### config.mk
export PLATFORM = sky130hd
export DESIGN_NAME = rate_ctl_top
export DESIGN_NICKNAME = d
export VERILOG_FILES = /design/src/rtl/rate_ctl_pkg.sv /design/src/rtl/rc_tick_timer.sv /design/src/rtl/rc_occ_max.sv /design/src/rtl/rc_pi_core.sv /design/src/rtl/rc_vf_seq.sv /design/src/rtl/rate_ctl_top.sv
export SDC_FILE = /design/constraint.sdc
export NUM_CORES = 1
export LEC_CHECK = 0
export ABC_AREA = 1
export BUFFER_PORTS_ARGS = -buffer_cell sky130_fd_sc_hd__buf_4
export CAP_MARGIN = 25
export CELL_PAD_IN_SITES_DETAIL_PLACEMENT = 2
export CELL_PAD_IN_SITES_GLOBAL_PLACEMENT = 2
export CORE_MARGIN = 1
export CORE_UTILIZATION = 36
export CTS_CLUSTER_SIZE = 14
export DETAILED_ROUTE_END_ITERATION = 16
export PLACE_DENSITY = 0.9
export SYNTH_ARGS = -nofsm -noshare
export SYNTH_HDL_FRONTEND = slang
export SYNTH_SLANG_ARGS = --single-unit
### constraint.sdc
create_clock -name clk -period 5.8 [get_ports clk]
set_clock_uncertainty 0.2 [all_clocks]
set_input_delay 0 -clock clk [delete_from_list [all_inputs] [get_ports clk]]
set_output_delay 0 -clock clk [all_outputs]
set_load 0.02 [all_outputs]
### src/rtl/rate_ctl_pkg.sv
package rate_ctl_pkg;
    typedef enum logic [1:0] {
        SQ_IDLE  = 2'd0,
        SQ_RAISE = 2'd1,
        SQ_LOWER = 2'd2
    } seq_state_e;
endpackage

### src/rtl/rc_tick_timer.sv
module rc_tick_timer #(
    parameter int PER_W = 4
) (
    input  logic             clk,
    input  logic             rst_n,
    input  logic [PER_W-1:0] period,
    output logic             tick
);
    typedef struct packed {
        logic [PER_W-1:0] cnt;
    } tmr_reg_t;

    tmr_reg_t r_q, r_d;
    logic [PER_W-1:0] per_m1;

    always_comb begin
        per_m1 = (period == '0) ? '0 : period - PER_W'(1);
        tick   = (r_q.cnt >= per_m1);
        r_d    = r_q;
        r_d.cnt = tick ? '0 : r_q.cnt + PER_W'(1);
    end

    always_ff @(posedge clk or negedge rst_n) begin
        if (!rst_n) r_q <= '0;
        else        r_q <= r_d;
    end

    p_tick_wrap_r2: assert property (@(posedge clk) disable iff (!rst_n)
        tick |=> (r_q.cnt == '0));
endmodule

### src/rtl/rc_occ_max.sv
module rc_occ_max #(
    parameter int N_PORTS = 4,
    parameter int OCC_W   = 5
) (
    input  logic [N_PORTS*OCC_W-1:0] occ_flat,
    output logic [OCC_W-1:0]         occ_peak
);
    logic [OCC_W-1:0] lane [N_PORTS];

    for (genvar g = 0; g < N_PORTS; g++) begin : g_lane
        assign lane[g] = occ_flat[g*OCC_W +: OCC_W];
    end

    always_comb begin
        occ_peak = '0;
        for (int i = 0; i < N_PORTS; i++) begin
            if (lane[i] > occ_peak) occ_peak = lane[i];
        end
    end
endmodule

### src/rtl/rc_pi_core.sv
module rc_pi_core #(
    parameter int OCC_W  = 5,
    parameter int IDX_W  = 4,
    parameter int KP_SHL = 0,
    parameter int KI_SHR = 2
) (
    input  logic             clk,
    input  logic             rst_n,
    input  logic             tick,
    input  logic [OCC_W-1:0] occ_peak,
    input  logic [OCC_W-1:0] setpoint,
    output logic [IDX_W-1:0] target
);
    localparam int ACC_W = IDX_W + KI_SHR;
    localparam int SUM_W = ACC_W + OCC_W + KP_SHL + 2;
    localparam logic [ACC_W-1:0] INT_MAX = '1;
    localparam logic [IDX_W-1:0] IDX_MAX = '1;

    typedef struct packed {
        logic [ACC_W-1:0] integ;
        logic [IDX_W-1:0] tgt;
    } pi_reg_t;

    pi_reg_t r_q, r_d;
    logic signed [SUM_W-1:0] err_s, acc_s, u_s;
    logic [ACC_W-1:0] integ_sat;

    always_comb begin
        err_s = $signed(SUM_W'(occ_peak)) - $signed(SUM_W'(setpoint));
        acc_s = $signed(SUM_W'(r_q.integ)) + err_s;
        if (acc_s < 0)                               integ_sat = '0;
        else if (acc_s > $signed(SUM_W'(INT_MAX)))   integ_sat = INT_MAX;
        else                                         integ_sat = acc_s[ACC_W-1:0];
        u_s = $signed(SUM_W'(integ_sat >> KI_SHR)) + (err_s <<< KP_SHL);
        r_d = r_q;
        if (tick) begin
            r_d.integ = integ_sat;
            if (u_s < 0)                                r_d.tgt = '0;
            else if (u_s > $signed(SUM_W'(IDX_MAX)))    r_d.tgt = IDX_MAX;
            else                                        r_d.tgt = u_s[IDX_W-1:0];
        end
    end

    always_ff @(posedge clk or negedge rst_n) begin
        if (!rst_n) begin
            r_q.integ <= INT_MAX;
            r_q.tgt   <= IDX_MAX;
        end else begin
            r_q <= r_d;
        end
    end

    assign target = r_q.tgt;

    p_tgt_hold_r2: assert property (@(posedge clk) disable iff (!rst_n)
        !tick |=> $stable(r_q.tgt));

    p_windup_cap_r4: assert property (@(posedge clk) disable iff (!rst_n)
        (tick && r_q.integ == INT_MAX && occ_peak > setpoint) |=> (r_q.integ == INT_MAX));

    p_floor_r4: assert property (@(posedge clk) disable iff (!rst_n)
        (tick && r_q.integ == '0 && occ_peak < setpoint) |=> (r_q.integ == '0));
endmodule

### src/rtl/rc_vf_seq.sv
module rc_vf_seq
    import rate_ctl_pkg::*;
#(
    parameter int IDX_W  = 4,
    parameter int VTH    = 8,
    parameter int SETTLE = 3
) (
    input  logic             clk,
    input  logic             rst_n,
    input  logic [IDX_W-1:0] target,
    output logic [IDX_W-1:0] freq_idx,
    output logic             volt_hi
);
    localparam int WT_W = (SETTLE < 2) ? 1 : $clog2(SETTLE + 1);
    localparam logic [IDX_W-1:0] VTH_L   = IDX_W'(VTH);
    localparam logic [WT_W-1:0]  WT_INIT = WT_W'(SETTLE - 1);

    typedef struct packed {
        seq_state_e       st;
        logic [IDX_W-1:0] cur;
        logic             vhi;
        logic [WT_W-1:0]  wt;
    } seq_reg_t;

    seq_reg_t r_q, r_d;

    always_comb begin
        r_d = r_q;
        unique case (r_q.st)
            SQ_IDLE: begin
                if (target > r_q.cur) begin
                    if (target >= VTH_L && !r_q.vhi) begin
                        r_d.vhi = 1'b1;
                        r_d.wt  = WT_INIT;
                        r_d.st  = SQ_RAISE;
                    end else begin
                        r_d.cur = target;
                    end
                end else if (target < r_q.cur) begin
                    r_d.cur = target;
                    if (target < VTH_L && r_q.vhi) begin
                        r_d.wt = WT_INIT;
                        r_d.st = SQ_LOWER;
                    end
                end
            end
            SQ_RAISE: begin
                if (r_q.wt == '0) r_d.st = SQ_IDLE;
                else              r_d.wt = r_q.wt - WT_W'(1);
            end
            SQ_LOWER: begin
                if (r_q.wt == '0) begin
                    r_d.vhi = 1'b0;
                    r_d.st  = SQ_IDLE;
                end else begin
                    r_d.wt = r_q.wt - WT_W'(1);
                end
            end
            default: r_d.st = SQ_IDLE;
        endcase
    end

    always_ff @(posedge clk or negedge rst_n) begin
        if (!rst_n) begin
            r_q.st  <= SQ_IDLE;
            r_q.cur <= '1;
            r_q.vhi <= 1'b1;
            r_q.wt  <= '0;
        end else begin
            r_q <= r_d;
        end
    end

    assign freq_idx = r_q.cur;
    assign volt_hi  = r_q.vhi;

    p_supply_cover_r8: assert property (@(posedge clk) disable iff (!rst_n)
        (freq_idx >= VTH_L) |-> volt_hi);

    p_raise_first_r6: assert property (@(posedge clk) disable iff (!rst_n)
        $rose(volt_hi) |=> $stable(freq_idx));

    p_lower_after_r7: assert property (@(posedge clk) disable iff (!rst_n)
        $fell(volt_hi) |-> (freq_idx < VTH_L) && $stable(freq_idx));
endmodule

### src/rtl/rate_ctl_top.sv
module rate_ctl_top #(
    parameter int N_PORTS = 4,
    parameter int OCC_W   = 5,
    parameter int IDX_W   = 4,
    parameter int PER_W   = 4,
    parameter int KP_SHL  = 0,
    parameter int KI_SHR  = 2,
    parameter int VTH     = 8,
    parameter int SETTLE  = 3
) (
    input  logic                     clk,
    input  logic                     rst_n,
    input  logic [N_PORTS*OCC_W-1:0] occ_levels,
    input  logic [OCC_W-1:0]         setpoint,
    input  logic [PER_W-1:0]         upd_period,
    output logic [IDX_W-1:0]         freq_idx,
    output logic                     volt_hi
);
    logic             tick;
    logic [OCC_W-1:0] occ_peak;
    logic [IDX_W-1:0] target;

    rc_tick_timer #(.PER_W(PER_W)) i_timer (
        .clk(clk), .rst_n(rst_n), .period(upd_period), .tick(tick)
    );

    rc_occ_max #(.N_PORTS(N_PORTS), .OCC_W(OCC_W)) i_max (
        .occ_flat(occ_levels), .occ_peak(occ_peak)
    );

    rc_pi_core #(.OCC_W(OCC_W), .IDX_W(IDX_W), .KP_SHL(KP_SHL), .KI_SHR(KI_SHR)) i_pi (
        .clk(clk), .rst_n(rst_n), .tick(tick), .occ_peak(occ_peak),
        .setpoint(setpoint), .target(target)
    );

    rc_vf_seq #(.IDX_W(IDX_W), .VTH(VTH), .SETTLE(SETTLE)) i_seq (
        .clk(clk), .rst_n(rst_n), .target(target),
        .freq_idx(freq_idx), .volt_hi(volt_hi)
    );
endmodule

==> flow_summary_export.csv, run 1 <==
group,metric,value,unit
die,die_h,88.30,µm
clock_network,cts_resized,68,
clock_network,cts_sinks,23,
clock_network,h-tree-depth,1,
outcome,status,"aborted with a tool error",
outcome,error,"[ERROR DPL-0033] detailed placement checks failed during check placement.",
placed_design,pre_cts_ws,-1.637,ns
die,rows,31,
synth,syn_area_per_cell,7.150,µm²
synth,ys_types,36,
synth,synth_nets,452,
die,ios,36,
outcome,lastStage,"4_1_cts",
placed_design,dpl.hpwl,9.779,mm
synth,synthCells,375,
clock_network,holdBufCountCts,2,
placed_design,io_buffers,35,
synth,ys.warnings.count,0,
die,fp.dieW,88.30,µm
synth,synthTopCellsByArea,"ha_1, nand2_1, dfstp_2, inv_1, dfrtp_1",
placed_design,globalplace.congestion,0.8331,
die,start_util,37.17,%
synth,ys_ff_latch,23,
clock_network,cts_root_buf,"clkbuf_8",
synth,synth_top_cell_area_share,20.07,%
synth,ys_seq_area_share,22.17,%
synth,netlist_area,2681,µm²
clock_network,clockBufferDepth,2,
clock_network,post_cts_buffers,32,
clock_network,cts_buffers,3,
synth,synth_top_area_cell,"ha_1",
-- synth_stat cells --
cell,instances
nor2_1,16
nand4_1,4
buf_4,5
nand2_2,5
a21oi_2,1
dfrtp_1,8
clkbuf_1,1
a31oi_1,1
xor2_4,1
o211ai_4,1
o21bai_1,1
o21ai_0,16
xor2_1,6
a21oi_1,21
nand3_1,27
or2_2,1
o31ai_1,1
fa_1,3
xnor2_1,4
o211ai_1,5
o2111ai_1,1
o21ai_1,4
o221ai_1,1
nand3_2,3
nor3_1,2
buf_2,1
ha_1,43
nor2_4,2
dfstp_2,15
nand3_4,1
inv_1,60
nor3_4,1
a21o_1,2
nand2_1,109
or2_1,1
and3_1,1
-- through the flow --
stage,hold WS (ns),setup TNS (ns),utilization (%),cells,instance area [µm²]
floorplan,-0.4956,-1.209,-,375,2856
global placement,-0.2897,-2.737,50.92,566,3674
detailed placement,-0.2878,-9.805,50.92,566,3674
-- cells by family after synthesis --
logic type,count (synthesis),share of synthesized area (%)
xor gates and xnor gates,11,4.293
AOI/OAI and AO/OA,55,12.18
and+or+nand+nor,173,28.93
adders and majority gates,46,22.31
buffers and inverters,67,10.13
DFF,23,22.17
==> inputs of run 2 (changes only) <==
Settings changed: CELL_PAD_IN_SITES_DETAIL_PLACEMENT 2 to unset, CELL_PAD_IN_SITES_GLOBAL_PLACEMENT 2 to unset, CTS_CLUSTER_SIZE 14 to unset, PLACE_DENSITY 0.9 to unset, PLACE_DENSITY_LB_ADDON set to 0.15.
==> run 2 against run 1 <==
Compared with the run above: the flow now finishes, with violations (negative setup slack); synthesized cell count did not move; area after synthesis unchanged.
==> flow_summary_export.csv, run 2 <==
group,metric,value,unit
global_route,grt_pass1_vias,2802,
sta,setup_ws,-0.3015,ns
cells_and_area,area_growth,60.52,%
worst_setup_path,cp_max_fo,6,
clock_network,h-tree-depth,1,
synth,synth_top_area_cell,"ha_1",
worst_setup_path,r2r_slack,2.67,ns
sta,worstMarginPinSlew,0.4609,ns
drt,firstDrtPassIters,4,
synth,synth_top_flop_cell,"dfstp_2",
worst_setup_path,crit_path_top_delay_cell,"fa_2",
cells_and_area,final_cell_mix,"buf_4, nand2_1, inv_1",
worst_setup_path,worstRegToRegCells,20,
sta,setup_viol_count_final,4,
synth,synth_top_cell_area_share,20.07,%
die,fp.dieW,88.30,µm
outcome,violations,"negative setup slack",
die,ios,36,
cells_and_area,registers.top_by_ff_count,"i_pi.r_q",
synth,syn_area_per_cell,7.150,µm²
cells_and_area,drive_gt1_share,48.98,%
die,die_area,7797,µm²
clock_network,cts_tree,"done",
run,drv_cap,0,
sta,hold_violations,0,
global_route,grtUsageTotal,18.07,%
clock_network,cts_root_buf,"clkbuf_8",
cells_and_area,nets,570,
sta,drv_slew,0,
synth,ys_types,36,
synth,yosysMostFrequentCell,"nand2_1",
die,rows,31,
placed_design,io_buffers,35,
hold_path,worstHoldStart,"upd_period[3]",
worst_setup_path,crit-reg2reg-launch,"i_pi.r_q[9]$_DFFE_PN1N_",
cells_and_area,largest_register_ffs,6,
clock_network,insertion_delay,0.26,ns
synth,ys_ff_latch,23,
die,core,7214,µm²
hold_path,min_delay_path_depth,6,
synth,synth_nets,452,
synth,ys_seq_area_share,22.17,%
drt,drtAntennaViolNets,0,
cells_and_area,final_util,59.66,%
worst_setup_path,crit_family,"simple AND/OR/NAND/NOR gates",
clock_network,cts_buffers,3,
placed_design,globalplace.congestion,0.8472,
clock_network,path_clk_slew,0.08,ns
worst_setup_path,cp-end-kind,"flop",
synth,netlist_area,2681,µm²
global_route,grt_pass1_wl,11.32,mm
worst_setup_path,crit_buf_inv,8,
synth,ys.warnings.count,0,
synth,synthTopCellsByArea,"ha_1, nand2_1, dfstp_2, inv_1, dfrtp_1",
sta,fin_crit,6.102,ns
hold_path,hold_path_class,"input pin to flop",
drt,routed_via_density,4.702,
outcome,status,"finished with violations",
synth,synthArstFlopShare,100.0,%
synth,synth_edf_count,0,
die,die_h,88.30,µm
global_route,grt_overflow,0,
hold_path,hold_end,"i_timer.r_q[1]$_DFF_PN0_",
synth,synth_top_cells_by_count,"nand2_1, inv_1, ha_1",
drt,drt_iter0_drc,55,
placed_design,dpl.hpwl,5.097,mm
clock_network,clockBufferDepth,2,
worst_setup_path,critical_path.startpoint_type,"input pin",
sta,rsz0062_at_grt,"true",
sta,tns,-1.120,ns
global_route,antenna_found_initial,0,
cells_and_area,final_common_cell,"buf_4",
drt,wirelength,6.778,mm
drt,avgRoutedWirePerCell,11.47,µm
worst_setup_path,cp_data_arrival_time,6.10,ns
worst_setup_path,slowest_delay,0.38,ns
synth,synthCells,375,
drt,vias,2779,
drt,route.detailed.drc,0,
sta,slew-limit-headroom,69.07,%
global_route,grt_max_degree,17,
cells_and_area,n_antenna_cell,0,
clock_network,cts_sinks,23,
sta,max_clock_freq,163.9,MHz
worst_setup_path,r2r_end,"i_pi.target[1]$_DFFE_PN1N_",
worst_setup_path,crit_type,"input pin to flop",
die,start_util,37.17,%
sta,fin_crit_sh,105.2,%
worst_setup_path,worstPathRequired,5.80,ns
[run 2: cell counts after synthesis]
Identical to the previous run, type by type.
[run 2: metrics by stage]
step                setup slack [ns]  instance area [µm²]  hold WS, ns  std cells
finish                       -0.3015                 4304       0.1292        591
global route                 -0.7610                 4304       0.1784        591
global placement             -0.7760                 3696      -0.2864        569
detailed placement           -0.8279                 3696      -0.2873        569
floorplan                    -0.3046                 2856      -0.4956        375
CTS                          -0.2247                 4144       0.1338        588
[run 2: worst max path at each step]
stage | startpoint | end | slack, ns | cells after the start
finish | occ_levels[2] | i_pi.target[1]$_DFFE_PN1N_ | -0.30 | 52
global route | occ_levels[2] | i_pi.target[1]$_DFFE_PN1N_ | -0.76 | 52
CTS | occ_levels[2] | i_pi.target[1]$_DFFE_PN1N_ | -0.22 | 53
detailed placement | occ_levels[2] | i_pi.target[2]$_DFFE_PN1N_ | -0.83 | 51
global placement | occ_levels[6] | i_pi.target[2]$_DFFE_PN1N_ | -0.78 | 51
floorplan | occ_levels[2] | i_pi.target[3]$_DFFE_PN1N_ | -0.30 | 52
[run 2: layout make-up]
type / count / area [µm²]
Fill cell: 665 / 2910
Timing Repair Buffer: 120 / 970.9
Clock buffer: 4 / 45.04
Multi-Input combinational cell: 285 / 2330
Inverter: 60 / 240.2
Sequential cell: 23 / 594.3
Tap cell: 99 / 123.9
[run 2: kinds of logic (layout without fill, tap and decap cells)]
| logic type | after synthesis | after routing | share of synthesized area (%) |
|---|---|---|---|
| simple gates | 173 | 173 | 28.93 |
| buf+inv | 67 | 184 | 10.13 |
| compound gates | 55 | 55 | 12.18 |
| fa+ha+maj | 46 | 46 | 22.31 |
| flops | 23 | 23 | 22.17 |
| xor+xnor | 11 | 11 | 4.293 |
[run 2: repair_timing]
item                       CTS  global route
hold buffers                 2             0
hold endpoints to repair    23             0
setup endpoints to repair    4             4
gates resized for setup     58            30
pin swaps                   54            32
buffers inserted            13             3
[run 2: tightest hold or removal path, cell delays in order]
cell and delay [ns]:
buf_4 0.11, o31ai_1 0.06, ha_1 0.13, a21oi_1 0.04, nand3_1 0.16, nor2_1 0.06
[run 2: routing by layer]
layer  vias to the layer above  GRT usage (%)  routed length (µm)
met5                         -              0                   0
met4                         0          6.305                 104
met3                         8          1.399                 110
met2                        35          35.10                3581
met1                      1278          20.51                2981
li1                       1458              -                   -
Power of run 2 is left out: the tool's default activity adds up to more than one toggle a clock period on the data nets, which glitch-free logic cannot reach.
